<file path="src/rtl/rxu_pkg.sv">
package rxu_pkg;
  // Header words that precede the three register files in a record.
  localparam int HDR_SLOTS = 3;
  localparam int SLOT_PC   = 0;
  localparam int SLOT_RBAS = 1;
  localparam int SLOT_LIM  = 2;

  typedef enum logic [1:0] {
    SEQ_IDLE,
    SEQ_RUN,
    SEQ_TAIL
  } seq_state_e;

  function automatic int slot_total(input int na, input int nx, input int nd);
    return HDR_SLOTS + na + nx + nd;
  endfunction
endpackage

</file>
<file path="src/rtl/rxu_seq.sv">
module rxu_seq #(
  parameter int NSLOT = 27,
  parameter int AW    = 10,
  parameter int IW    = 5
) (
  input  logic          clk,
  input  logic          rst,
  input  logic          start,
  input  logic [AW-1:0] save_base,
  input  logic [AW-1:0] load_base,
  input  logic          last_cap,
  output logic          busy,
  output logic          done,
  output logic          wr_en,
  output logic          rd_en,
  output logic [AW-1:0] wr_addr,
  output logic [AW-1:0] rd_addr,
  output logic [IW-1:0] req_idx,
  output logic          lat_go,
  output logic [IW-1:0] lat_idx
);
  import rxu_pkg::*;

  seq_state_e    state;
  logic [IW-1:0] idx;
  logic [AW-1:0] sb_q, lb_q;
  logic          more;

  assign more = (idx < IW'(NSLOT));
  assign busy = (state != SEQ_IDLE);

  // Slot whose outgoing value is latched into the write-data register at this edge.
  always_comb begin
    lat_go  = ((state == SEQ_IDLE) && start) || ((state == SEQ_RUN) && more);
    lat_idx = (state == SEQ_IDLE) ? '0 : idx;
  end

  always_ff @(posedge clk) begin
    if (rst) begin
      state   <= SEQ_IDLE;
      idx     <= '0;
      sb_q    <= '0;
      lb_q    <= '0;
      wr_en   <= 1'b0;
      rd_en   <= 1'b0;
      wr_addr <= '0;
      rd_addr <= '0;
      req_idx <= '0;
      done    <= 1'b0;
    end else begin
      done <= 1'b0;
      unique case (state)
        SEQ_IDLE: begin
          if (start) begin
            sb_q    <= save_base;
            lb_q    <= load_base;
            wr_addr <= save_base;
            rd_addr <= load_base;
            wr_en   <= 1'b1;
            rd_en   <= 1'b1;
            req_idx <= '0;
            idx     <= IW'(1);
            state   <= SEQ_RUN;
          end
        end
        SEQ_RUN: begin
          if (more) begin
            wr_addr <= sb_q + AW'(idx);
            rd_addr <= lb_q + AW'(idx);
            req_idx <= idx;
            idx     <= IW'(idx + 1'b1);
          end else begin
            wr_en <= 1'b0;
            rd_en <= 1'b0;
            state <= SEQ_TAIL;
          end
        end
        SEQ_TAIL: begin
          if (last_cap) begin
            done  <= 1'b1;
            state <= SEQ_IDLE;
          end
        end
        default: state <= SEQ_IDLE;
      endcase
    end
  end
endmodule

</file>
<file path="src/rtl/rxu_rd_track.sv">
module rxu_rd_track #(
  parameter int NSLOT = 27,
  parameter int DW    = 64,
  parameter int IW    = 5
) (
  input  logic          clk,
  input  logic          rst,
  input  logic          rd_en,
  input  logic [IW-1:0] req_idx,
  input  logic [DW-1:0] rd_data,
  output logic          cap_en,
  output logic [IW-1:0] cap_idx,
  output logic [DW-1:0] cap_data,
  output logic          last_cap
);
  // A request is visible on the port for one cycle; the memory samples it at
  // the following edge and returns data in the cycle after that.
  logic          pend_q;
  logic [IW-1:0] pend_idx_q;

  always_ff @(posedge clk) begin
    if (rst) begin
      pend_q     <= 1'b0;
      pend_idx_q <= '0;
    end else begin
      pend_q     <= rd_en;
      pend_idx_q <= req_idx;
    end
  end

  assign cap_en   = pend_q;
  assign cap_idx  = pend_idx_q;
  assign cap_data = rd_data;
  assign last_cap = pend_q && (pend_idx_q == IW'(NSLOT - 1));
endmodule

</file>
<file path="src/rtl/rxu_ctx_file.sv">
module rxu_ctx_file #(
  parameter int NSLOT = 27,
  parameter int DW    = 64,
  parameter int IW    = 5
) (
  input  logic                clk,
  input  logic                rst,
  input  logic                cap_en,
  input  logic [IW-1:0]       cap_idx,
  input  logic [DW-1:0]       cap_data,
  input  logic [IW-1:0]       rd_idx,
  output logic [DW-1:0]       rd_val,
  output logic [NSLOT*DW-1:0] flat
);
  logic [DW-1:0] slots [NSLOT];

  always_ff @(posedge clk) begin
    if (rst) begin
      for (int k = 0; k < NSLOT; k++) slots[k] <= '0;
    end else if (cap_en) begin
      slots[cap_idx] <= cap_data;
    end
  end

  assign rd_val = slots[rd_idx];

  for (genvar g = 0; g < NSLOT; g++) begin : g_flat
    assign flat[g*DW +: DW] = slots[g];
  end
endmodule

</file>
<file path="src/rtl/rxu_exchange_unit.sv">
module rxu_exchange_unit #(
  parameter int DW    = 64,
  parameter int AW    = 10,
  parameter int NUM_A = 8,
  parameter int NUM_X = 8,
  parameter int NUM_D = 8
) (
  input  logic                 clk,
  input  logic                 rst,
  input  logic                 start,
  input  logic [AW-1:0]        save_base,
  input  logic [AW-1:0]        load_base,
  output logic                 busy,
  output logic                 done,
  output logic                 mem_wr_en,
  output logic [AW-1:0]        mem_wr_addr,
  output logic [DW-1:0]        mem_wr_data,
  output logic                 mem_rd_en,
  output logic [AW-1:0]        mem_rd_addr,
  input  logic [DW-1:0]        mem_rd_data,
  output logic [rxu_pkg::slot_total(NUM_A, NUM_X, NUM_D)*DW-1:0] ctx_q
);
  localparam int NSLOT = rxu_pkg::slot_total(NUM_A, NUM_X, NUM_D);
  localparam int IW    = $clog2(NSLOT + 1);

  logic          last_cap, lat_go, cap_en;
  logic [IW-1:0] req_idx, lat_idx, cap_idx;
  logic [DW-1:0] cap_data, slot_val;

  rxu_seq #(.NSLOT(NSLOT), .AW(AW), .IW(IW)) u_seq (
    .clk(clk), .rst(rst), .start(start),
    .save_base(save_base), .load_base(load_base), .last_cap(last_cap),
    .busy(busy), .done(done), .wr_en(mem_wr_en), .rd_en(mem_rd_en),
    .wr_addr(mem_wr_addr), .rd_addr(mem_rd_addr), .req_idx(req_idx),
    .lat_go(lat_go), .lat_idx(lat_idx)
  );

  rxu_rd_track #(.NSLOT(NSLOT), .DW(DW), .IW(IW)) u_trk (
    .clk(clk), .rst(rst), .rd_en(mem_rd_en), .req_idx(req_idx),
    .rd_data(mem_rd_data), .cap_en(cap_en), .cap_idx(cap_idx),
    .cap_data(cap_data), .last_cap(last_cap)
  );

  rxu_ctx_file #(.NSLOT(NSLOT), .DW(DW), .IW(IW)) u_ctx (
    .clk(clk), .rst(rst), .cap_en(cap_en), .cap_idx(cap_idx),
    .cap_data(cap_data), .rd_idx(lat_idx), .rd_val(slot_val), .flat(ctx_q)
  );

  // Outgoing value is captured two edges before its slot can be overwritten.
  always_ff @(posedge clk) begin
    if (rst)         mem_wr_data <= '0;
    else if (lat_go) mem_wr_data <= slot_val;
  end
endmodule

</file>
<file path="config.mk">
export PLATFORM = sky130hd
export DESIGN_NAME = rxu_exchange_unit
export DESIGN_NICKNAME = d
export VERILOG_FILES = /design/src/rtl/rxu_pkg.sv /design/src/rtl/rxu_seq.sv /design/src/rtl/rxu_rd_track.sv /design/src/rtl/rxu_ctx_file.sv /design/src/rtl/rxu_exchange_unit.sv
export SDC_FILE = /design/constraint.sdc
export NUM_CORES = 2
export LEC_CHECK = 0
export BUFFER_PORTS_ARGS = -buffer_cell sky130_fd_sc_hd__buf_2
export CAP_MARGIN = 25
export CORE_AREA = 2 2 736 738
export CTS_CLUSTER_SIZE = 8
export DETAILED_ROUTE_END_ITERATION = 12
export DIE_AREA = 0 0 738 740
export HOLD_SLACK_MARGIN = 0.05
export SETUP_SLACK_MARGIN = 0.02
export SYNTH_ARGS = -nofsm -noshare
export SYNTH_HDL_FRONTEND = slang
export SYNTH_SLANG_ARGS = --single-unit
</file>
<file path="constraint.sdc">
create_clock -name clk -period 6.12 [get_ports clk]
set_clock_uncertainty 0.05 [all_clocks]
set_input_delay 0.306 -clock clk [delete_from_list [all_inputs] [get_ports clk]]
set_output_delay 0.306 -clock clk [all_outputs]
set_load 0.02 [all_outputs]
</file>
# Yosys cells after proc, flatten, opt, wreduce, memory -nomap -nowiden
# Memories as Yosys holds them, arrays and structs flattened. A register that Yosys moved wholly into a read port is not among the register bits.
# Cells that the tools add are included.
# W data, S select, Z words.
# totals
mem_bits_rw	1728
word_cells	66
ff_bits	60
inputBits	87
mem_count	1
output_inout_bits	1816
# memory_table
memory	words	width	read_ports	rd_ports_with_merged_regs	wr	line_no	text
u_ctx.slots	27	64	28	1	27	rxu_ctx_file.sv:15	logic [DW-1:0] slots [NSLOT];
# op_classes
add_sub_neg	3
n_mux	29
n_reduce_logical	13
eq_ne	7
order_cmp	1
bitwise	1
# ops
op	count
$mux W64	1
$reduce_or A64 Y1	1
$mux W10	4
$pmux W10 S2	2
$mux W5	6
$add A10 B5 Y10	2
$pmux W5 S2	2
$mux W1	9
$reduce_and A3 Y1	3
$mux W2	3
$ne A2 B2 Y1 const B	3
$pmux W2 S3	1
$add A5 B1 Y5 const B	1
$eq A5 B5 Y1 const B	1
$lt A5 B5 Y1 const B	1
$reduce_bool A2 Y1	2
$logic_and A1 B1 Y1	3
$eq A2 B1 Y1 const B	1
$eq A2 B2 Y1 const B	1
$logic_not A2 Y1	1
$ne A2 B1 Y1 const B	1
$pmux W1 S2	1
$reduce_and A2 Y1	1
$reduce_or A2 Y1	1
2 further kinds	2

# Depth between registers and ports, before layout
# depth
word_depth	5
depth_mapped	11
mapped_depth_nobuf	8

# Modules after synthesis
# Synthesis repeated with hierarchy kept, for this count alone.
# unflattened
hier_cells	5723
area_unflattened_um2	95522.9
# by_module_without_submodules
mod	seq_area_each_um2	area_each_um2	n_inst	cells_each
rxu_ctx_file	61499.0	89913.7	1	5116
rxu_seq	1081.0	2658.8	1	323
rxu_exchange_unit	1281.2	2290.9	1	206
rxu_rd_track	120.1	659.4	1	78

# Worst setup path after synthesis
# Ideal clock, no wire load.
# synth_timing
path_type	input port to flip-flop
start	input port rst
end	memory u_ctx.slots[24][0] (enable)
setup_time_ns	0.575
path_slack_ns	-0.277
stages	7
t_required_ns	5.495
arrival_time_ns	5.773
n_path_buf	3
cell_sequence	buf_2 inv_2 nand2_1 or3_1 clkbuf_1 buf_2 o21ai_0
# synth_lines
element	line_no	text
start: declaration	rxu_exchange_unit.sv:9	input logic rst,
end: declaration	rxu_ctx_file.sv:15	

# Worst setup path after layout
# layout_timing
start	register u_seq.state[1]
end	register mem_wr_data[62] (read register of u_ctx.slots)
# layout_between
elab_chain_cells	3
elab_cells_between_ends	6
classes_between	eq/ne: 1; mux: 1; reduce/logical: 4
# layout_lines
element	line_no	text
start: declaration	rxu_seq.sv:24	seq_state_e state;
start signal: assignment	rxu_seq.sv:40	state <= SEQ_IDLE;
start signal: assignment	rxu_seq.sv:63	state <= SEQ_RUN;
start signal: assignment	rxu_seq.sv:75	state <= SEQ_TAIL;
$eq A2 B1 Y1 or $logic_not A2 Y1 (tied branches)	rxu_seq.sv:34, rxu_seq.sv:35	
$logic_and A1 B1 Y1	rxu_seq.sv:34	lat_go = ((state == SEQ_IDLE) && start) || ((state == SEQ_RUN) && more);
$logic_or A1 B1 Y1	rxu_seq.sv:34	
end: declaration	rxu_exchange_unit.sv:17	output logic [DW-1:0] mem_wr_data,
# Parallel ways exist; a longest one is shown, timed or not.
# A chain may end at the register's enable or synchronous reset.

==> results_dict.tcl <==
set metrics [dict create \
    final_cell_mix "2048 x edfxtp_1, 1901 x buf_2, 1752 x and2_1" \
    path_class "register to register" \
    cts_tree "done" \
    vias_per_cell 4.83 \
    clockRootBuffer "clkbuf_16" \
    final_common_cell "edfxtp_1" \
    die_h_um 740 \
    grt.busiest_layer "met2" \
    nNetsFinal 9478 \
    whs_ps 141 \
    via_count 81566 \
    drive_above_1_share 0.312 \
    synth_seq_area_share 0.653 \
    synth_enable_flop_cells 2048 \
    hp-class "input port to register" \
    grt_max_degree 105 \
    cts-buffers-inserted 322 \
    io_buffer_count 1902 \
    slew_headroom 0.179 \
    drv_slew 0 \
    drc 0 \
    path_delay_family "compound AO/OA/AOI/OAI gates" \
    max_clock_freq_mhz 231 \
    status "complete, but fails checks" \
    grt_pass1_wl_um 948000 \
    async_reset_ff_frac 0 \
    cap_violations 0 \
    grt_pass1_vias 75853 \
    critPathSlowestCell "a221oi_2" \
    final-hold-violation-count 0 \
    dr.pass1.iters 6 \
    end_kind "register" \
    timing.final.crit_share 0.706 \
    syn2layout_area_growth_pct 31.1 \
    synth_area_um2 98000 \
    place_congestion 0.924 \
    ys_types 80 \
    tightest_slew_ps 1230 \
    grtUsageTotal 0.274 \
    dp_hpwl_um 594000 \
    die_x_um 738 \
    start_util 0.182 \
    die_area_um2 546000 \
    fin_area_um2 128000 \
    yosysWarnings 0 \
    cts.clk_slew.worst_paths_ps 60 \
    cts.sinks 2172 \
    placedInstanceArea_um2 118000 \
    grtUsageMet1 0.308 \
    dp_cells 16168 \
    postSynthCellCount 7407 \
    coreArea_um2 539000 \
    grt_use_met3 0.108 \
    critPathMaxStageDelay_ps 760 \
    cp-start-kind "register" \
    grt_setup_unrepaired "no" \
    postCtsResizedCells 0 \
    ctsHtreeMaxLevel 5 \
    setup_viol 0 \
    critPathRequiredTime_ps 6860 \
    timing.rr.start "u_seq.state[1]" \
    synth-seq-cells 2172 \
    syn_nets 7507 \
    nFillCells 56853 \
    path_common_cell "buf_4" \
    overflow 0 \
    fin_util 0.238 \
    min_from "load_base[4]" \
    wl_per_cell_um 46.3 \
    met2_usage 0.438 \
    crit_path_max_fanout 32 \
    instances_no_fill 16875 \
    drtIter0Drc 14404 \
    cp_data_arrival_time_ps 5060 \
    violations "antenna rules" \
    placementRows 270 \
    wl_um 782000 \
    antenna_found_initial 188 \
    synthFlopType "edfxtp_1" \
    leakage_nw 48.3 \
    cp_cell_sequence "nor2_4, inv_6, buf_4, o21ai_4, buf_4, a221oi_2, o22ai_1, a31oi_1, o221ai_1" \
    powerDensity_nw_per_um2 311 \
    crit_buf_inv 3 \
    min_period_ps 4320 \
    synth.avg_cell_area_um2 13.2 \
    worstSkewPairLatency_ps 1030 \
    ir_drop_uv 477 \
    clock_path_buffers 4 \
    ios 1903 \
    cp-startpoint "u_seq.state[1]" \
    ant_nets 1 \
]
[worst register-to-register path: cells and delay by family, from the launching register on]
family / cells / cell delay, ps
AOI/OAI and AO/OA: 5 / 2040
buffers and inverters: 3 / 1420
DFF: 1 / 480
and+or+nand+nor: 1 / 150
[path summary, 6_finish.rpt]
kind / endpoint / slack, ps / cells after the start
worst max-delay path: mem_wr_data[62] / 1800 / 9
worst min-delay path: u_seq.rd_addr[4] / 140 / 4
worst max register to register: mem_wr_data[62] / 1800 / 9
worst min register to register: u_trk.cap_idx[0] / 340 / 1
[stage by stage]
stage	power, mW	setup slack (ps)	setup TNS [ps]
floorplan	19.4	-277	-128850
global placement	22.6	901	0
detailed placement	22.6	1560	0
CTS	40.1	1560	0
global route	40.7	1650	0
finish	40.0	1800	0
[cell type report]
class                   instances  area, µm²  share of cell area
multi-input cells            4453      31400               0.244
clock inverters                48        935             0.00728
well taps                    7208       9020              0.0702
inverters                      96        393             0.00306
clock buffers                 443       8570              0.0667
diodes                        122        305             0.00238
flip-flops and latches       2172      64000               0.498
repair buffers               2333      13800               0.108
[state kept, by name (all words and copies together), names as in the netlist]
name	flops
u_seq.sb_q	10
mem_wr_data	64
u_seq.idx	5
u_seq.wr_en	1
u_seq.state	2
u_seq.lb_q	10
u_trk.cap_idx	5
u_seq.req_idx	5
u_seq.rd_addr	10
u_seq.done	1
u_seq.wr_addr	10
u_ctx.slots	2048
u_trk.cap_en	1
[cells in the mapped netlist, types with 9 or more instances]
master,instances,share of area
mux4_2,71,0.016
or2_1,17,0.0011
buf_4,68,0.0052
o21ai_0,221,0.011
and3_1,19,0.0012
o31ai_1,34,0.0026
mux2_2,93,0.011
inv_1,92,0.0035
nor2b_1,25,0.0016
nand2b_1,14,0.00089
mux2i_1,291,0.030
buf_2,129,0.0066
a21oi_1,341,0.017
a221oi_1,40,0.0036
o22ai_1,193,0.012
a31oi_1,29,0.0019
nor3_1,34,0.0017
a311o_1,16,0.0016
ha_1,11,0.0014
a2111oi_2,25,0.0038
o32ai_1,31,0.0028
o21a_1,72,0.0055
and2_1,1753,0.11
o22a_1,23,0.0021
o211ai_1,87,0.0067
a21o_1,15,0.0011
a22o_1,13,0.0012
nand3_1,22,0.0011
edfxtp_1,2048,0.63
a222oi_1,22,0.0022
a221oi_2,13,0.0020
o21bai_1,13,0.0010
nor2_1,351,0.013
nand2_1,190,0.0073
buf_6,31,0.0036
o211a_1,27,0.0028
dfxtp_1,124,0.025
clkbuf_1,435,0.017
o221ai_1,149,0.013
buf_1,18,0.00069
a211oi_1,91,0.0070
a311oi_1,9,0.00080
[cell families after synthesis]
group	synth area share
and+or+nand+nor	0.143
DFF	0.653
AOI/OAI and AO/OA	0.107
buffers and inverters	0.0370
muxes	0.0567
xor gates and xnor gates	0.00125
adders and majority gates	0.00181
[routing by layer]
| metal | share of wire | wire length, µm |
|---|---|---|
| met1 | 0.35 | 273000 |
| met2 | 0.45 | 351000 |
| met3 | 0.13 | 98300 |
| met4 | 0.076 | 59500 |
| met5 | 0.00013 | 101 |
[timing repair]
action	4_1_cts	5_1_grt
hold buffers	87	0
endpoints found under the hold margin	1121	0
buffers inserted	0	0
[power by group]
| group | internal [mW] | switching [mW] |
|---|---|---|
| clock | 9.95 | 7.57 |
| combinational | 1.13 | 4.02 |
| sequential | 16.7 | 0.535 |
Note: power is estimated with default switching activity, not from simulation.
